<file path="src/rtl/dram_rfsh_pkg.sv">
package dram_rfsh_pkg;
  typedef enum logic [1:0] {
    RF_IDLE    = 2'd0,
    RF_STROBE  = 2'd1,
    RF_RECOVER = 2'd2
  } rf_state_e;
endpackage

</file>
<file path="src/rtl/rfsh_interval_timer.sv">
module rfsh_interval_timer #(
  parameter int IVL_W = 16
) (
  input  logic             clk,
  input  logic             rst_n,
  input  logic [IVL_W-1:0] period,
  output logic             tick
);
  logic [IVL_W-1:0] cnt;
  logic [IVL_W-1:0] limit;

  // a zero period is treated as one clock
  assign limit = (period == '0) ? '0 : period - IVL_W'(1);
  // >= so a shortened period mid-run still expires promptly
  assign tick  = (cnt >= limit);

  always_ff @(posedge clk) begin
    if (!rst_n)    cnt <= '0;
    else if (tick) cnt <= '0;
    else           cnt <= cnt + IVL_W'(1);
  end

  // timer never runs past its expiry while the period is held
  p_cnt_bounded_r2: assert property (@(posedge clk) disable iff (!rst_n)
    $stable(period) |-> (cnt <= limit));
endmodule

</file>
<file path="src/rtl/rfsh_backlog.sv">
module rfsh_backlog #(
  parameter int BKLG_W = 3
) (
  input  logic clk,
  input  logic rst_n,
  input  logic tick,
  input  logic take,
  output logic pending
);
  localparam logic [BKLG_W-1:0] CEIL = {BKLG_W{1'b1}};

  logic [BKLG_W-1:0] depth;

  always_ff @(posedge clk) begin
    if (!rst_n) depth <= '0;
    else begin
      unique case ({tick, take})
        2'b10:   if (depth != CEIL) depth <= depth + BKLG_W'(1);
        2'b01:   depth <= depth - BKLG_W'(1);
        default: depth <= depth;
      endcase
    end
  end

  assign pending = (depth != '0);

  p_take_has_work_r4: assert property (@(posedge clk) disable iff (!rst_n)
    take |-> pending);
  p_no_overflow_r7: assert property (@(posedge clk) disable iff (!rst_n)
    (depth == CEIL && tick && !take) |=> (depth == CEIL));
endmodule

</file>
<file path="src/rtl/rfsh_cycle_fsm.sv">
module rfsh_cycle_fsm
  import dram_rfsh_pkg::*;
#(
  parameter int ROW_W  = 8,
  parameter int TIME_W = 6
) (
  input  logic              clk,
  input  logic              rst_n,
  input  logic              pending,
  input  logic              access_busy,
  input  logic [TIME_W-1:0] strobe_len,
  input  logic [TIME_W-1:0] recover_len,
  output logic              take,
  output logic              ras_n,
  output logic              busy,
  output logic [ROW_W-1:0]  row_addr
);
  rf_state_e         state;
  logic [TIME_W-1:0] tmr;
  logic [ROW_W-1:0]  row;
  logic [TIME_W-1:0] strobe_ld, recover_ld;
  logic              go, tmr_done;

  assign strobe_ld  = (strobe_len  == '0) ? '0 : strobe_len  - TIME_W'(1);
  assign recover_ld = (recover_len == '0) ? '0 : recover_len - TIME_W'(1);
  assign go         = pending && !access_busy;
  assign tmr_done   = (tmr == '0);
  assign take       = go && ((state == RF_IDLE) ||
                             (state == RF_RECOVER && tmr_done));

  always_ff @(posedge clk) begin
    if (!rst_n) begin
      state <= RF_IDLE;
      tmr   <= '0;
      row   <= '0;
    end else begin
      unique case (state)
        RF_IDLE: if (go) begin
          state <= RF_STROBE;
          tmr   <= strobe_ld;
        end
        RF_STROBE: if (tmr_done) begin
          state <= RF_RECOVER;
          tmr   <= recover_ld;
        end else tmr <= tmr - TIME_W'(1);
        RF_RECOVER: if (tmr_done) begin
          row <= row + ROW_W'(1);
          if (go) begin
            state <= RF_STROBE;
            tmr   <= strobe_ld;
          end else state <= RF_IDLE;
        end else tmr <= tmr - TIME_W'(1);
        default: state <= RF_IDLE;
      endcase
    end
  end

  assign ras_n    = (state != RF_STROBE);
  assign busy     = (state != RF_IDLE);
  assign row_addr = busy ? row : '0;

  p_ras_hold_r3: assert property (@(posedge clk) disable iff (!rst_n)
    (state == RF_STROBE && !tmr_done) |=> !ras_n);
  p_start_when_free_r4: assert property (@(posedge clk) disable iff (!rst_n)
    $fell(ras_n) |-> $past(!access_busy));
  p_row_step_r5: assert property (@(posedge clk) disable iff (!rst_n)
    (state == RF_RECOVER && tmr_done) |=> (row == ROW_W'($past(row) + 1'b1)));
endmodule

</file>
<file path="src/rtl/dram_refresh_sched.sv">
module dram_refresh_sched #(
  parameter int ROW_W  = 8,
  parameter int IVL_W  = 16,
  parameter int TIME_W = 6,
  parameter int BKLG_W = 3
) (
  input  logic              clk,
  input  logic              rst_n,
  input  logic [IVL_W-1:0]  interval_cnt,
  input  logic [TIME_W-1:0] ras_low_cnt,
  input  logic [TIME_W-1:0] precharge_cnt,
  input  logic              access_busy,
  output logic              refresh_busy,
  output logic [ROW_W-1:0]  dram_addr,
  output logic              ras_n
);
  logic tick, take, pending;

  rfsh_interval_timer #(.IVL_W(IVL_W)) u_timer (
    .clk(clk), .rst_n(rst_n), .period(interval_cnt), .tick(tick));

  rfsh_backlog #(.BKLG_W(BKLG_W)) u_backlog (
    .clk(clk), .rst_n(rst_n), .tick(tick), .take(take), .pending(pending));

  rfsh_cycle_fsm #(.ROW_W(ROW_W), .TIME_W(TIME_W)) u_fsm (
    .clk(clk), .rst_n(rst_n), .pending(pending), .access_busy(access_busy),
    .strobe_len(ras_low_cnt), .recover_len(precharge_cnt), .take(take),
    .ras_n(ras_n), .busy(refresh_busy), .row_addr(dram_addr));

  p_busy_covers_ras_r3: assert property (@(posedge clk) disable iff (!rst_n)
    !ras_n |-> refresh_busy);
endmodule

</file>
<file path="config.mk">
export PLATFORM = sky130hd
export DESIGN_NAME = dram_refresh_sched
export DESIGN_NICKNAME = d
export VERILOG_FILES = /design/src/rtl/dram_rfsh_pkg.sv /design/src/rtl/rfsh_interval_timer.sv /design/src/rtl/rfsh_backlog.sv /design/src/rtl/rfsh_cycle_fsm.sv /design/src/rtl/dram_refresh_sched.sv
export SDC_FILE = /design/constraint.sdc
export NUM_CORES = 1
export LEC_CHECK = 0
export BUFFER_PORTS_ARGS = -buffer_cell sky130_fd_sc_hd__buf_2
export CAP_MARGIN = 20
export CORE_ASPECT_RATIO = 0.9
export CORE_MARGIN = 1.5
export CORE_UTILIZATION = 40
export DETAILED_ROUTE_END_ITERATION = 8
export PLACE_DENSITY_LB_ADDON = 0.15
export REMOVE_ABC_BUFFERS = 1
export SYNTH_ARGS = -nofsm -noshare
export SYNTH_HDL_FRONTEND = slang
export SYNTH_SLANG_ARGS = --single-unit
</file>
<file path="constraint.sdc">
create_clock -name clk -period 5.85 [get_ports clk]
set_input_delay 1.17 -clock clk [delete_from_list [all_inputs] [get_ports clk]]
set_output_delay 1.17 -clock clk [all_outputs]
set_load 0.05 [all_outputs]
</file>
Word level (Yosys, flattened, before mapping):

Cells that the tools add are included.

* $add $sub $neg: 8
* order comparisons: 1
* equality and inequality tests: 10
* mux-type cells: 15
* bitwise gates (word level): 1
* reductions and logical operators: 18

Operators by type and width (number)
* 6-bit 2-to-1 mux: 5
* 6-bit zero test: 3
* 6-bit case mux with 3 select lines: 1
* 6-bit by 1-bit subtractor with 6-bit output (second input constant): 3
* 16-bit by 1-bit adder with 16-bit output (second input constant): 1
* 16-bit greater-or-equal comparator: 1
* 16-bit zero test: 1
* 16-bit 2-to-1 mux: 1
* 16-bit by 1-bit subtractor with 16-bit output (second input constant): 1
* 2-bit by 1-bit inequality test with 1-bit output (second input constant): 5
* 8-bit by 1-bit adder with 8-bit output (second input constant): 1
* 8-bit 2-to-1 mux: 1
* 2-bit 2-to-1 mux: 3
* 2-bit case mux with 3 select lines: 1
* 3-bit case mux with 2 select lines: 1
* 3-bit nonzero test: 2
* 2-bit by 1-bit equality test with 1-bit output (second input constant): 2
* 2-bit equality test (second input constant): 2
* 2-bit AND reduction: 2
* 2-bit nonzero test: 2
* 3-bit by 1-bit adder with 3-bit output (second input constant): 1
* 1-bit logical AND: 3
* 3-bit 2-to-1 mux: 1
* 3-bit inequality test (second input constant): 1
* 8 further kinds: 8

* register bits: 35
* output and inout port bits: 10
* word-level logic and storage cells: 58

Logic depth before layout (Yosys ltp):

* depth in word-level cells: 7
* depth in mapped cells: 18

Hierarchy:

A second synthesis with hierarchy kept.

* cell total of the unflattened synthesis: 380
* area total of the unflattened synthesis: 2997.9 µm²

Modules (own cells, without submodules)
* rfsh_interval_timer: times used 1, cells an instance 173, area each 1391.3 µm², seq. area each 320.3 µm²
* rfsh_cycle_fsm: times used 1, cells an instance 180, area each 1377.6 µm², seq. area each 320.3 µm²
* rfsh_backlog: times used 1, cells an instance 27, area each 229.0 µm², seq. area each 60.1 µm²

Worst setup path before layout:

Ideal clock, no wire load.

* path kind: in2reg
* from: input port interval_cnt[11]
* to: register u_backlog.depth[2]
* arrival time: 4.494 ns
* setup slack: 1.284 ns
* stages: 17
* path buffers: 1
* cells stage by stage: or4_4 > or3_1 > nor2_2 > nand4_4 > buf_6 > nand2_1 > ha_1 > a21o_1 > a221oi_1 > o32a_2 > a21o_2 > nand3_1 > fa_1 > inv_1 > nor2_1 > a32oi_1 > mux2i_1

* longest elaborated chain between the ends: 6
* elaborated cells on any way between the ends: 10
* classes of those cells: 1 x add/sub; 1 x order compare; 3 x eq/ne; 2 x mux; 3 x reduce/logical

Ends and longest elaborated chain
* start: declaration: line dram_refresh_sched.sv:9 `input logic [IVL_W-1:0] interval_cnt,`
* 16-bit by 1-bit subtractor with 16-bit output / 16-bit zero test (equally long branches): line rfsh_interval_timer.sv:13 `assign limit = (period == '0) ? '0 : period - IVL_W'(1);`
* 16-bit 2-to-1 mux (*): line rfsh_interval_timer.sv:13
* 16-bit greater-or-equal comparator (*): line rfsh_interval_timer.sv:15 `assign tick = (cnt >= limit);`
* 2-bit equality test / 2-bit by 1-bit equality test with 1-bit output (equally long branches): line rfsh_backlog.sv:17 `unique case ({tick, take})`
* 2-bit by 1-bit inequality test with 1-bit output (no line) / 2-bit nonzero test (equally long branches)
* 2-bit AND reduction (no line)
* end signal: assignment: line rfsh_backlog.sv:18 `2'b10: if (depth != CEIL) depth <= depth + BKLG_W'(1);`
* end signal: assignment: line rfsh_backlog.sv:19 `2'b01: depth <= depth - BKLG_W'(1);`
* end signal: assignment: line rfsh_backlog.sv:20 `default: depth <= depth;`
* end: declaration: line rfsh_backlog.sv:12 `logic [BKLG_W-1:0] depth;`

Every way passes the cells marked *; elsewhere a longest branch is shown, timed or not.
A chain may end at the register's enable or synchronous reset.

Worst setup path after layout:

Ends and elaborated chain as after synthesis.

==> impl_metrics.json <==
{
  "fin_crit_ns": 4.67,
  "h-tree-depth": 2,
  "cts_resized": 0,
  "syn_inst": 357,
  "yosysTopAreaCellShare_pct": 24.6,
  "synthTopCellsByCount": "nand2_1 (42), nor2_1 (41), dfxtp_1 (35), ha_1 (29), xnor2_1 (22)",
  "pin_count": 41,
  "drt-initial-drc-count": 95,
  "fp.dieW_um": 92.0,
  "synthArstFlopShare_pct": 0,
  "yosysSeqAreaShare_pct": 24.6,
  "synth_edf_count": 0,
  "reg2reg_slack_ns": 3.04,
  "portBuffers": 40,
  "grtUsageTotal_pct": 16.9,
  "ys_warn_count": 0,
  "finalNetCount": 457,
  "drtPass1Iterations": 4,
  "r2r-start": "u_fsm.tmr[0]",
  "gr-total-overflow": 0,
  "fin_cells": 490,
  "start_util_pct": 41.0,
  "placedCellCount": 482,
  "required_ns": 6.07,
  "fin_crit_sh_pct": 79.9,
  "synth_ff_type": "dfxtp_1",
  "drive_above_1_share_pct": 15.6,
  "yosys.cell_count.top_type": "nand2_1",
  "clockBufferDepth": 2,
  "reg2reg_depth": 11,
  "slew_violations": 0,
  "cp_max_fo": 16,
  "antenna_cells": 0,
  "clkSinkCount": 35,
  "antenna_found_initial": 0,
  "wl_per_cell_um": 12.3,
  "dieArea_sq_um": 7650,
  "root_buffer": "clkbuf_8",
  "drt-vias-per-instance": 5.10,
  "grt_pass1_wl_um": 10600,
  "hold_viol": 0,
  "hpwl_um": 4740,
  "numCtsBuffers": 5,
  "grt_setup_unrepaired": "no",
  "rows": 29,
  "finClkSkew_ns": 0.00532,
  "detail-route-antenna-nets": 0,
  "fin_tns_setup_ns": 0,
  "min-delay-start": "u_timer.cnt[0]",
  "slew_headroom_pct": 63.4,
  "yosys.area.top_type": "dfxtp_1",
  "synth_area_sq_um": 2850,
  "cp.arrival_ns": 4.89,
  "grt_max_degree": 24,
  "crit_type": "primary input to register",
  "synthTopCellsByArea": "dfxtp_1 (25%), ha_1 (13%), xnor2_1 (6.8%)",
  "hold_path_class": "register to register",
  "finalWirelength_um": 6020,
  "netlist-cell-type-count": 50,
  "p_leak_nw": 1.40,
  "startpoint_type": "primary input",
  "postCtsSetupRepairBufs": 0,
  "synth-seq-cells": 35,
  "p_per_area_nw_per_um2": 215,
  "hold_buffers": 0,
  "die_h_um": 83.1,
  "critPathCaptureType": "register",
  "max_freq_ghz": 0.214,
  "gp_congestion": 0.806,
  "vdd_drop_max_uv": 114,
  "setup_viol": 0,
  "drv_cap": 0,
  "post-route-drc-count": 0,
  "syn2layout_area_growth_pct": 13.0,
  "grt_pass1_vias": 2344,
  "whs_path_depth": 1,
  "cts_tree": "done",
  "reg2reg_to": "u_backlog.depth[2]",
  "avgSynthCellArea_sq_um": 7.99,
  "clkTransAtPathRegs_ns": 0.07,
  "tightest_slew_ns": 0.543,
  "vias": 2498,
  "coreArea_sq_um": 6970,
  "status": "finished clean",
  "whs_endpoint": "u_timer.cnt[0]",
  "worst_skew_pair.late_latency_ns": 0.29
}
==> worst max path at each step <==
stage	from	endpoint	cells past startpoint
finish	interval_cnt[11]	u_backlog.depth[2]	17
global placement	interval_cnt[11]	u_backlog.depth[2]	17
detailed placement	interval_cnt[11]	u_backlog.depth[2]	17
CTS	interval_cnt[11]	u_backlog.depth[2]	17
global route	interval_cnt[5]	u_backlog.depth[2]	18
floorplan	interval_cnt[11]	u_backlog.depth[2]	16
==> final cells by class <==
type / count / area [sq um]
fill: 746 / 3740
multi-input combinational: 294 / 2030
sequential: 35 / 701
timing repair buffer: 40 / 200
tap: 93 / 116
clock buffer: 8 / 100
inverter: 20 / 75.1
==> routing by layer <==
| layer | share of wire [%] | vias up | track usage, % |
|---|---|---|---|
| li1 | - | 1320 | - |
| met1 | 54 | 1142 | 24.3 |
| met2 | 42 | 34 | 25.7 |
| met3 | 3.2 | 2 | 3.48 |
| met4 | 0.48 | 0 | 4.20 |
| met5 | 0 | - | 0 |
==> through the flow <==
step	utilization [%]	total power (W)	hold WS [ns]	worst slack, ns	area [sq um]
after CTS	46.3	0.000700	0.490	1.19	3220
final	46.3	0.000692	0.483	1.18	3220
after floorplan	-	0.000442	0.441	1.34	2810
after detailed placement	44.8	0.000501	0.474	0.893	3120
after global routing	46.3	0.000745	0.507	0.949	3220
after global placement	44.8	0.000499	0.464	0.951	3120
==> placed cells by master, fill, tap and decap left out, types with 6 or more instances in the layout <==
cell type / netlist / routed
xor2_1: 21 / 21
clkbuf_8: 0 / 7
nand2_1: 42 / 42
dfxtp_1: 35 / 35
nor3_1: 12 / 12
o21ai_0: 15 / 15
inv_1: 20 / 20
o22ai_1: 8 / 8
xnor2_1: 22 / 22
nor2b_1: 11 / 11
ha_1: 29 / 29
nand3_1: 8 / 8
buf_2: 1 / 40
nor2_1: 41 / 41
a221oi_1: 6 / 6
nand2b_1: 9 / 9
and2_1: 7 / 7
a21oi_1: 7 / 7
nand4_1: 7 / 7
==> worst max-delay path, stage by stage <==
cell	delay [ns]
buf_2	0.12
or4_4	0.54
or3_1	0.35
nor2_2	0.16
nand4_4	0.24
nand2_1	0.13
ha_1	0.24
a21o_1	0.17
a221oi_1	0.32
o32a_2	0.23
a21o_2	0.17
nand3_1	0.10
fa_1	0.39
inv_1	0.08
nor2_1	0.05
a32oi_1	0.22
mux2i_1	0.21
==> cells by family (layout without fill, tap and decap cells) <==
logic type	after synthesis	in the layout	synth area share (%)
AOI/OAI and AO/OA	56	56	13.5
xor gates and xnor gates	43	43	13.2
adders and majority gates	30	30	13.4
buffers and inverters	28	68	4.25
DFF	35	35	24.6
muxes	4	4	1.40
and+or+nand+nor	161	161	29.6
==> report_power, final <==
group | total (W) | internal [W] | switching [W] | leakage, nW
combinational | 0.000227 | 0.0000951 | 0.000132 | 1.07
clock | 0.000195 | 0.000108 | 0.0000872 | 0.0515
sequential | 0.000270 | 0.000252 | 0.0000180 | 0.283
==> registers in the layout, indices dropped and copies added, names as in the netlist <==
name and cells:
u_fsm.tmr 6, u_timer.cnt 16, u_fsm.state 2, u_fsm.row 8, u_backlog.depth 3
Power figures use the tool's default switching activity.
